### src/rtl/rinit_pkg.sv
package rinit_pkg;

  localparam int ADDR_W  = 32;
  localparam int NUM_WIN = 18;

  typedef enum logic [1:0] {
    S_IDLE  = 2'd0,
    S_CHECK = 2'd1,
    S_WRITE = 2'd2
  } seq_state_t;

  // Lower bound of permitted window i (inclusive).
  function automatic logic [ADDR_W-1:0] win_lo(input int i);
    case (i)
      0:  return 32'hF133_0068;
      1:  return 32'hF126_0108;
      2:  return 32'hF126_0154;
      3:  return 32'hF101_0000;
      4:  return 32'hF101_0100;
      5:  return 32'hF103_0200;
      6:  return 32'hF104_0000;
      7:  return 32'hF104_0058;
      8:  return 32'hF104_0100;
      9:  return 32'hF105_0000;
      10: return 32'hF105_0058;
      11: return 32'hF105_0100;
      12: return 32'hF100_0000;
      13: return 32'hF102_0000;
      14: return 32'hF106_0000;
      15: return 32'hF110_0000;
      16: return 32'hF122_0000;
      17: return 32'hF127_0000;
      default: return '1;
    endcase
  endfunction

  // Upper bound of permitted window i (inclusive).
  function automatic logic [ADDR_W-1:0] win_hi(input int i);
    case (i)
      0:  return 32'hF133_0068;
      1:  return 32'hF126_014C;
      2:  return 32'hF126_01FC;
      3:  return 32'hF101_0000;
      4:  return 32'hF101_1FF8;
      5:  return 32'hF103_0828;
      6:  return 32'hF104_0000;
      7:  return 32'hF104_005C;
      8:  return 32'hF104_F0FC;
      9:  return 32'hF105_0000;
      10: return 32'hF105_005C;
      11: return 32'hF105_F0FC;
      12: return 32'hF100_0030;
      13: return 32'hF102_0324;
      14: return 32'hF106_0828;
      15: return 32'hF110_0FF8;
      16: return 32'hF122_030C;
      17: return 32'hF127_1F94;
      default: return '0;
    endcase
  endfunction

  function automatic logic in_window(input logic [ADDR_W-1:0] a,
                                     input logic [ADDR_W-1:0] lo,
                                     input logic [ADDR_W-1:0] hi);
    return (a >= lo) && (a <= hi);
  endfunction

  function automatic logic word_aligned(input logic [ADDR_W-1:0] a);
    return a[1:0] == 2'b00;
  endfunction

endpackage

### src/rtl/rinit_window_match.sv
module rinit_window_match #(
  parameter int ADDR_W  = rinit_pkg::ADDR_W,
  parameter int NUM_WIN = rinit_pkg::NUM_WIN
) (
  input  logic [ADDR_W-1:0]  addr,
  output logic [NUM_WIN-1:0] hit,
  output logic               aligned,
  output logic               addr_ok
);

  for (genvar g = 0; g < NUM_WIN; g++) begin : g_win
    localparam logic [ADDR_W-1:0] LO = ADDR_W'(rinit_pkg::win_lo(g));
    localparam logic [ADDR_W-1:0] HI = ADDR_W'(rinit_pkg::win_hi(g));
    assign hit[g] = rinit_pkg::in_window(addr, LO, HI);
  end

  assign aligned = rinit_pkg::word_aligned(addr);
  assign addr_ok = aligned && (|hit);

endmodule

### src/rtl/rinit_sequencer.sv
module rinit_sequencer #(
  parameter int MAX_ENTRIES = 256,
  parameter int ADDR_W      = 32,
  parameter int DATA_W      = 32,
  parameter int IDX_W       = 8,
  parameter int CNT_W       = 10
) (
  input  logic              clk,
  input  logic              rst_n,
  input  logic              start,
  input  logic [CNT_W-1:0]  entry_count,
  input  logic              handoff,
  input  logic              locked,
  input  logic              addr_ok,
  input  logic [ADDR_W-1:0] tbl_addr,
  input  logic [DATA_W-1:0] tbl_data,
  output logic [IDX_W-1:0]  tbl_idx,
  output logic              wr_req,
  output logic [ADDR_W-1:0] wr_addr,
  output logic [DATA_W-1:0] wr_data,
  input  logic              wr_ack,
  output logic              done,
  output logic              viol,
  output logic              wr_checked
);
  import rinit_pkg::*;

  localparam logic [CNT_W-1:0] MAX_CNT = CNT_W'(MAX_ENTRIES);

  seq_state_t       st;
  logic [IDX_W-1:0] idx;
  logic [CNT_W-1:0] cnt_q;
  logic             start_ok;
  logic             count_bad;
  logic             screen_bad;
  logic             last_entry;

  assign start_ok   = (st == S_IDLE) && start && !locked;
  assign count_bad  = start_ok && (entry_count > MAX_CNT);
  assign screen_bad = (st == S_CHECK) && !handoff && !addr_ok;
  assign viol       = count_bad || screen_bad;
  assign last_entry = (CNT_W'(idx) + CNT_W'(1)) == cnt_q;
  assign tbl_idx    = idx;

  always_ff @(posedge clk or negedge rst_n) begin
    if (!rst_n) begin
      st         <= S_IDLE;
      idx        <= '0;
      cnt_q      <= '0;
      wr_req     <= 1'b0;
      wr_addr    <= '0;
      wr_data    <= '0;
      wr_checked <= 1'b0;
      done       <= 1'b0;
    end else begin
      done <= 1'b0;
      case (st)
        S_IDLE: begin
          if (start_ok && !count_bad) begin
            if (entry_count == '0) begin
              done <= 1'b1;
            end else begin
              cnt_q <= entry_count;
              idx   <= '0;
              st    <= S_CHECK;
            end
          end
        end
        S_CHECK: begin
          if (screen_bad) begin
            st <= S_IDLE;
          end else begin
            wr_addr    <= tbl_addr;
            wr_data    <= tbl_data;
            wr_checked <= !handoff;
            wr_req     <= 1'b1;
            st         <= S_WRITE;
          end
        end
        S_WRITE: begin
          if (wr_ack) begin
            wr_req <= 1'b0;
            if (last_entry) begin
              done <= 1'b1;
              st   <= S_IDLE;
            end else begin
              idx <= idx + IDX_W'(1);
              st  <= S_CHECK;
            end
          end
        end
        default: st <= S_IDLE;
      endcase
    end
  end

endmodule

### src/rtl/rinit_lock.sv
module rinit_lock #(
  parameter int              ERR_W    = 16,
  parameter logic [ERR_W-1:0] ERR_CODE = 16'h0400
) (
  input  logic             clk,
  input  logic             rst_n,
  input  logic             viol,
  output logic             lockdown,
  output logic [ERR_W-1:0] err_code
);

  always_ff @(posedge clk or negedge rst_n) begin
    if (!rst_n) begin
      lockdown <= 1'b0;
      err_code <= '0;
    end else if (viol) begin
      lockdown <= 1'b1;
      err_code <= ERR_CODE;
    end
  end

endmodule

### src/rtl/reginit_screener.sv
module reginit_screener #(
  parameter int               MAX_ENTRIES = 256,
  parameter int               DATA_W      = 32,
  parameter int               ERR_W       = 16,
  parameter logic [ERR_W-1:0] ERR_CODE    = 16'h0400,
  localparam int              ADDR_W      = rinit_pkg::ADDR_W,
  localparam int              IDX_W       = $clog2(MAX_ENTRIES),
  localparam int              CNT_W       = $clog2(MAX_ENTRIES) + 2
) (
  input  logic              clk,
  input  logic              rst_n,
  input  logic              start,
  input  logic [CNT_W-1:0]  entry_count,
  input  logic              handoff,
  output logic [IDX_W-1:0]  tbl_idx,
  input  logic [ADDR_W-1:0] tbl_addr,
  input  logic [DATA_W-1:0] tbl_data,
  output logic              wr_req,
  output logic [ADDR_W-1:0] wr_addr,
  output logic [DATA_W-1:0] wr_data,
  input  logic              wr_ack,
  output logic              done,
  output logic              lockdown,
  output logic [ERR_W-1:0]  err_code
);

  // Internal events brought out for the checker.
  logic [rinit_pkg::NUM_WIN-1:0] win_hit;
  logic                          win_aligned;
  logic                          win_ok;
  logic                          seq_viol;
  logic                          seq_wr_checked;

  rinit_window_match #(
    .ADDR_W (ADDR_W),
    .NUM_WIN(rinit_pkg::NUM_WIN)
  ) u_match (
    .addr   (tbl_addr),
    .hit    (win_hit),
    .aligned(win_aligned),
    .addr_ok(win_ok)
  );

  rinit_sequencer #(
    .MAX_ENTRIES(MAX_ENTRIES),
    .ADDR_W     (ADDR_W),
    .DATA_W     (DATA_W),
    .IDX_W      (IDX_W),
    .CNT_W      (CNT_W)
  ) u_seq (
    .clk        (clk),
    .rst_n      (rst_n),
    .start      (start),
    .entry_count(entry_count),
    .handoff    (handoff),
    .locked     (lockdown),
    .addr_ok    (win_ok),
    .tbl_addr   (tbl_addr),
    .tbl_data   (tbl_data),
    .tbl_idx    (tbl_idx),
    .wr_req     (wr_req),
    .wr_addr    (wr_addr),
    .wr_data    (wr_data),
    .wr_ack     (wr_ack),
    .done       (done),
    .viol       (seq_viol),
    .wr_checked (seq_wr_checked)
  );

  rinit_lock #(
    .ERR_W   (ERR_W),
    .ERR_CODE(ERR_CODE)
  ) u_lock (
    .clk     (clk),
    .rst_n   (rst_n),
    .viol    (seq_viol),
    .lockdown(lockdown),
    .err_code(err_code)
  );

endmodule

### config.mk
export PLATFORM = sky130hd
export DESIGN_NAME = reginit_screener
export DESIGN_NICKNAME = d
export VERILOG_FILES = /design/src/rtl/rinit_pkg.sv /design/src/rtl/rinit_window_match.sv /design/src/rtl/rinit_sequencer.sv /design/src/rtl/rinit_lock.sv /design/src/rtl/reginit_screener.sv
export SDC_FILE = /design/constraint.sdc
export NUM_CORES = 1
export LEC_CHECK = 0
export BUFFER_PORTS_ARGS = -buffer_cell sky130_fd_sc_hd__buf_2
export CELL_PAD_IN_SITES_DETAIL_PLACEMENT = 0
export CELL_PAD_IN_SITES_GLOBAL_PLACEMENT = 1
export CORE_ASPECT_RATIO = 0.6
export CORE_MARGIN = 10
export CORE_UTILIZATION = 43
export DETAILED_ROUTE_END_ITERATION = 8
export GPL_TIMING_DRIVEN = 0
export PLACE_DENSITY_LB_ADDON = 0.1
export RECOVER_POWER = 100
export SYNTH_ARGS = -nofsm -noshare
export SYNTH_HDL_FRONTEND = slang
export SYNTH_SLANG_ARGS = --single-unit
### constraint.sdc
create_clock -name clk -period 6.3 [get_ports clk]
set_input_delay 0 -clock clk [delete_from_list [all_inputs] [get_ports clk]]
set_output_delay 0 -clock clk [all_outputs]
set_load 0.02 [all_outputs]
==> results.toml, run 1 <==
[clock_tree]
cts_root_buffer = "clkbuf_16"
cts.sinks = 87
cts_tree = "yes"
ctsResizeCount = 0
cts_made_buffers = 9
h-tree-depth = 3
clock_path_buffers = 2
clk_latency_ps = 360
clk_pin_slew_ps = 60

[detailed_routing]
wl_um = 26700
wl_per_cell_um = 21.3
ant_nets = 0
drc = 0
dr.pass1.iters = 6
viasPerCell = 6.18
vias = 7771
drtIter0Drc = 1081

[grt]
grt_use_total_pct = 23.9
grt_pass1_vias = 7391
grt_max_degree = 52
grt_overflow = 0
grt_pass1_wl_um = 42100
antenna_found_initial = 0

[sta]
worst_pin_slew_ps = 2390
finalSetupTns_ps = 0
period_share_pct = 66.9
max_slew_margin_pct = -59.1
finClkSkew_ps = 7.79
setup-violations-final = 0
hold_viol = 0
slew_viol_final = 37
period_needed_ps = 4210
rsz0062_at_grt = "false"
max_freq_mhz = 237

[final_layout]
diodes = 0
nNetsFinal = 1130
utilization_pct = 55.0
fin_area_sq_mm = 0.00850
area_growth_pct = 24.7
drive_gt1_share_pct = 12.7

[placed_design]
dp_hpwl_um = 20100
port_buffers = 151
placed_area_sq_mm = 0.00791
gp_congestion = 0.967

[yosys]
synthMuxAreaShare_pct = 1.47
yosysSeqAreaShare_pct = 31.9
synth_seq_cells = 87
synth-xor-area-share_pct = 0.771
synth_flop_cell = "dfrtp_1"
postSynthCellCount = 826
synth-edff-count = 0
syn_area_sq_mm = 0.00682
ys_async_sr_fraction_pct = 100
synth-adder-area-share_pct = 0.184
ys_types = 74
ys_warn_count = 0
synth.avg_cell_area_sq_um = 8.25
synth-simple-area-share_pct = 32.8
synth_top_family_by_area = "simple AND/OR/NAND/NOR gates"
synth_compound_area_share_pct = 25.8

[status]
violations = "capacitance limit, slew limit"
outcome = "complete, but fails checks"

[floorplan]
die_area_sq_mm = 0.0215
coreArea_sq_mm = 0.0155
die_w_um = 183
row_count = 35
initial_utilization_pct = 44.1
die_y_um = 118
ios = 170

[critical_path]
cpMostUsedCell = "clkbuf_1"
path_delay_family = "simple AND/OR/NAND/NOR gates"
critPathArrivalTime_ps = 4420
endpoint_kind = "flip-flop"
worst-path-buf-inv = 4
slowest_delay_ps = 740
cp_max_fo = 10
cp.required_ps = 6510
slowest_stage = "nor4_1"
setup.worst_path.start = "tbl_addr[15]"
critical_path_class = "in2reg"
crit_chain = "dlygate4sd3_1 -> clkbuf_1 -> or4_1 -> or2_2 -> nand4_1 -> a31oi_1 -> o22a_1 -> nor4_1 -> and2_0 -> clkbuf_1 -> clkbuf_1 -> o211ai_1"
cp-start-kind = "input pin"
worstReg2RegStart = "u_seq.tbl_idx[3]"

[pwr]
power_density_mw_per_mm2 = 171
peakVddDrop_mv = 0.107
power_leakage_nw = 3.29

[worst_hold_path]
min_path_type = "in2reg"
hold_path_startpoint = "tbl_addr[20]"

[run]
maxCapViolations = 1
sequential cells by signal (all words and copies together), names as in the netlist:
name and flops:
u_seq.wr_addr 32, u_seq.wr_data 32, u_seq.cnt_q 10, u_seq.tbl_idx 8
u_seq.st 2, u_lock.lockdown 1, u_seq.done 1, u_seq.wr_req 1
what timing repair did:
| item | 4_1_cts | 5_1_grt |
|---|---|---|
| hold buffers | 47 | 0 |
| buffers inserted | 0 | 0 |
| hold endpoints to repair | 83 | 0 |
where the power goes:
part           total [mW]  switching [mW]  leakage (nW)  internal (mW)
clock               0.562           0.253         0.139          0.308
combinational       0.305           0.195          2.28          0.110
sequential          0.588          0.0170         0.869          0.571
total                1.45           0.466          3.29          0.989
metal layers:
metal / vias to the layer above / share of wire, % / track usage [%]
li1: 3599 / - / -
met1: 3688 / 48 / 36.6
met2: 450 / 39 / 31.3
met3: 34 / 11 / 6.75
met4: 0 / 1.7 / 5.42
met5: - / 0 / 0
kinds of logic (layout without fill, tap and decap cells):
group | count (synthesis) | after routing
fa+ha+maj | 1 | 1
xor+xnor | 6 | 6
flops | 87 | 87
mux | 9 | 9
compound gates | 230 | 230
buf+inv | 98 | 312
other cells | 1 | 15
simple gates | 394 | 394
worst register-to-register path, stage by stage, from the launching register on:
cell and delay, ps:
dfrtp_1 440, clkbuf_1 330, nand2_1 210, o31a_1 330, or4_1 480, a2111oi_0 740
nor2_1 140, nor2_1 540, o21ai_0 200, o41ai_1 90
per-stage QoR:
step | cells | power [mW] | worst slack (ps) | hold WS, ps
floorplan | 840 | 0.762 | 3540 | -296
global placement | 1194 | 0.878 | 2870 | 244
detailed placement | 1195 | 0.881 | 2890 | 22.2
CTS | 1257 | 1.46 | 2860 | 5.20
global route | 1257 | 1.51 | 1850 | 24.9
finish | 1257 | 1.45 | 2090 | 14.6
placed cells by master (no fill, tap or decap), drive strengths merged, types with 4 or more instances in the layout:
| master | synthesis | routed |
|---|---|---|
| a21oi | 24 | 24 |
| a221o | 10 | 10 |
| a221oi | 57 | 57 |
| a31oi | 8 | 8 |
| and2 | 4 | 4 |
| and3 | 68 | 68 |
| buf | 33 | 98 |
| clkbuf | 62 | 158 |
| conb | 1 | 15 |
| dfrtp | 87 | 87 |
| dlygate4sd3 | 0 | 47 |
| inv | 3 | 4 |
| mux2 | 8 | 8 |
| nand2 | 77 | 77 |
| nand2b | 7 | 7 |
| nand3 | 65 | 65 |
| nand3b | 5 | 5 |
| nand4 | 8 | 8 |
| nor2 | 26 | 26 |
| nor2b | 70 | 70 |
| nor3 | 12 | 12 |
| nor4 | 13 | 13 |
| nor4b | 7 | 7 |
| o211ai | 55 | 55 |
| o21ai | 29 | 29 |
| o22ai | 5 | 5 |
| o31a | 4 | 4 |
| o31ai | 8 | 8 |
| or2 | 6 | 6 |
| or4 | 10 | 10 |
| xor2 | 5 | 5 |
cell type report:
class | instances | area, sq um
Fill cell | 1537 | 6960
Multi-Input combinational cell | 655 | 4180
Sequential cell | 87 | 2180
Timing Repair Buffer | 199 | 1150
Buffer | 95 | 427
Tap cell | 203 | 254
Clock buffer | 9 | 225
Clock inverter | 6 | 70.1
Inverter | 3 | 11.3
Yosys cell counts (11+ instances only):
cell      count  area [sq um]
buf_2        11          55.1
nand3_1      65           325
a21oi_1      23           115
clkbuf_1     62           233
o21ai_0      28           140
buf_4        17           128
dfrtp_1      87          2180
nand2_1      77           289
nor3_1       11          55.1
nor2_1       26          97.6
nor2b_1      70           438
a221oi_1     57           499
o211ai_1     50           375
and3_1       68           425
nor4_1       11          68.8
path summary, 6_finish.rpt:
check                                    end  slack (ps)  cells after the start
max                         u_seq.wr_data[3]        2090                     12
min                        u_seq.wr_addr[20]          10                      3
max reg2reg                 u_seq.tbl_idx[5]        2710                      9
min reg2reg                   u_seq.cnt_q[9]         520                      1
max in group asynchronous   u_seq.wr_data[3]        4010                      2
min in group asynchronous     u_seq.cnt_q[4]         900                      2
(Power assumes the default switching activity.)
==> inputs of run 2 (changes only) <==
--- a/config.mk
+++ b/config.mk
@@ -10,7 +10,7 @@
 export CELL_PAD_IN_SITES_GLOBAL_PLACEMENT = 1
 export CORE_ASPECT_RATIO = 0.6
 export CORE_MARGIN = 10
-export CORE_UTILIZATION = 43
+export CORE_UTILIZATION = 36
 export DETAILED_ROUTE_END_ITERATION = 8
 export GPL_TIMING_DRIVEN = 0
 export PLACE_DENSITY_LB_ADDON = 0.1
==> constraint.sdc (replaced) <==
create_clock -name clk -period 3.7 [get_ports clk]
set_input_delay 0 -clock clk [delete_from_list [all_inputs] [get_ports clk]]
set_output_delay 0 -clock clk [all_outputs]
set_load 0.02 [all_outputs]
==> results.toml, run 2 (synthesis gave the netlist of run 1 again) <==
[grt]
grt_max_degree = 65
grt_pass1_wl_um = 44100
grt_use_total_pct = 22.0
grt_pass1_vias = 7381
antenna_found_initial = 2
grt_overflow = 0

[critical_path]
crit_chain = "dlygate4sd3_1 -> clkbuf_1 -> or4_1 -> or2_2 -> o211ai_1 -> o21ai_0 -> o31a_1 -> nor4_4 -> clkbuf_2 -> clkbuf_2 -> nand3_1 -> o211ai_1"
slowest_stage = "or4_1"
setup.worst_path.start = "tbl_addr[15]"
endpoint_kind = "flip-flop"
path_delay_family = "simple AND/OR/NAND/NOR gates"
critical_path_class = "in2reg"
cp.required_ps = 3980
cp-start-kind = "input pin"
critPathArrivalTime_ps = 3690
worst-path-buf-inv = 4
worstReg2RegStart = "u_seq.tbl_idx[3]"
cp_max_fo = 10
slowest_delay_ps = 700

[placed_design]
dpl_worst_slack_ps = 103
placed_area_sq_mm = 0.00796
dp.cells = 1232
dp_hpwl_um = 21000
gp_congestion = 0.956
port_buffers = 151

[detailed_routing]
vias = 7699
wl_per_cell_um = 21.7
viasPerCell = 5.94
drc = 0
dr.pass1.iters = 5
ant_nets = 0
drtIter0Drc = 718
wl_um = 28200

[clock_tree]
cts.sinks = 87
clock_path_buffers = 2
cts_made_buffers = 9
clk_latency_ps = 370
h-tree-depth = 3
cts_tree = "yes"
cts_root_buffer = "clkbuf_16"
clk_pin_slew_ps = 80

[final_layout]
layout_common_cells = "clkbuf_1 (140), dfrtp_1 (87), buf_2 (81), nand2_1 (77), nor2b_1 (70)"
final_common_cell = "clkbuf_1"
nNetsFinal = 1132
stdcell_count = 1297
top_regs = "u_seq.wr_addr (32), u_seq.wr_data (32), u_seq.cnt_q (10)"
drive_gt1_share_pct = 13.9
fin_area_sq_mm = 0.00861
regArea_sq_mm = 0.00218
utilization_pct = 47.0
multi_input_area_sq_mm = 0.00420
fill_cells = 1856
area_growth_pct = 26.2
diodes = 0

[pwr]
power_leakage_nw = 3.33
post-layout-total-power_mw = 2.48
power_density_mw_per_mm2 = 288
peakVddDrop_mv = 0.199

[sta]
holdWs_ps = -6.75
period_share_pct = 92.3
max_slew_margin_pct = -13.9
slew_viol_final = 65
worst_pin_slew_ps = 1710
finClkSkew_ps = 9.86
hold_viol = 1
fin_ws_ps = 284
max_freq_mhz = 293
setup-violations-final = 0
rsz0062_at_grt = "false"
period_needed_ps = 3420
finalSetupTns_ps = 0

[floorplan]
die_y_um = 127
coreArea_sq_mm = 0.0183
initial_utilization_pct = 37.2
die_w_um = 198
ios = 170
die_area_sq_mm = 0.0250
row_count = 38

[worst_hold_path]
min_path_type = "in2reg"
hold_path_startpoint = "tbl_addr[21]"

[run]
maxCapViolations = 1

[status]
violations = "hold timing, capacitance limit, slew limit"
outcome = "complete, but fails checks"
## run 2: cell types whose count changed in the layout (fill, tap and decap cells not counted), sizes merged
cell / change
buf: +4
dlygate4sd3: +2
inv: +2
bufinv: -1
clkbuf: -4
## run 2: layer usage
| layer | share of wire (%) | vias up | track usage, % |
|---|---|---|---|
| met5 | 0 | - | 0 |
| li1 | - | 3597 | - |
| met2 | 40 | 371 | 29.9 |
| met4 | 1.0 | 0 | 4.46 |
| met3 | 9.2 | 16 | 4.96 |
| met1 | 50 | 3715 | 34.1 |
## run 2: final timing paths
check | to | slack [ps] | cells after the start
min in group asynchronous | u_seq.wr_addr[4] | 520 | 2
hold / removal | u_seq.wr_addr[21] | -7 | 3
setup reg to reg | u_seq.tbl_idx[3] | 470 | 9
max in group asynchronous | u_seq.wr_addr[2] | 800 | 3
setup / recovery | u_seq.wr_addr[12] | 280 | 12
hold reg to reg | u_seq.cnt_q[0] | 540 | 1
## run 2: repair_timing
action / CTS / global route
endpoints found under the hold margin: 136 / 0
buffers inserted: 0 / 0
setup endpoints to repair: 0 / 9
resized for setup: 0 / 3
hold buffers: 49 / 0
## run 2: final cells by class
class,count,area share (%)
Buffer,95,5.36
Clock buffer,9,2.62
Tap cell,240,3.49
Sequential cell,87,25.3
Timing Repair Buffer,201,13.4
Multi-Input combinational cell,655,48.8
Inverter,3,0.131
Clock inverter,7,0.858
## run 2: report_power, final
group	internal (mW)	leakage (nW)	total [mW]	switching [mW]
Clock	0.477	0.140	0.954	0.477
Combinational	0.194	2.32	0.527	0.333
Sequential	0.972	0.869	0.999	0.0268
## run 2: worst register-to-register path, delay by kind of cell (launching register included)
kind / cells / cell delay, ps
simple gates: 4 / 1170
flops: 1 / 350
buf+inv: 1 / 380
compound gates: 4 / 1170
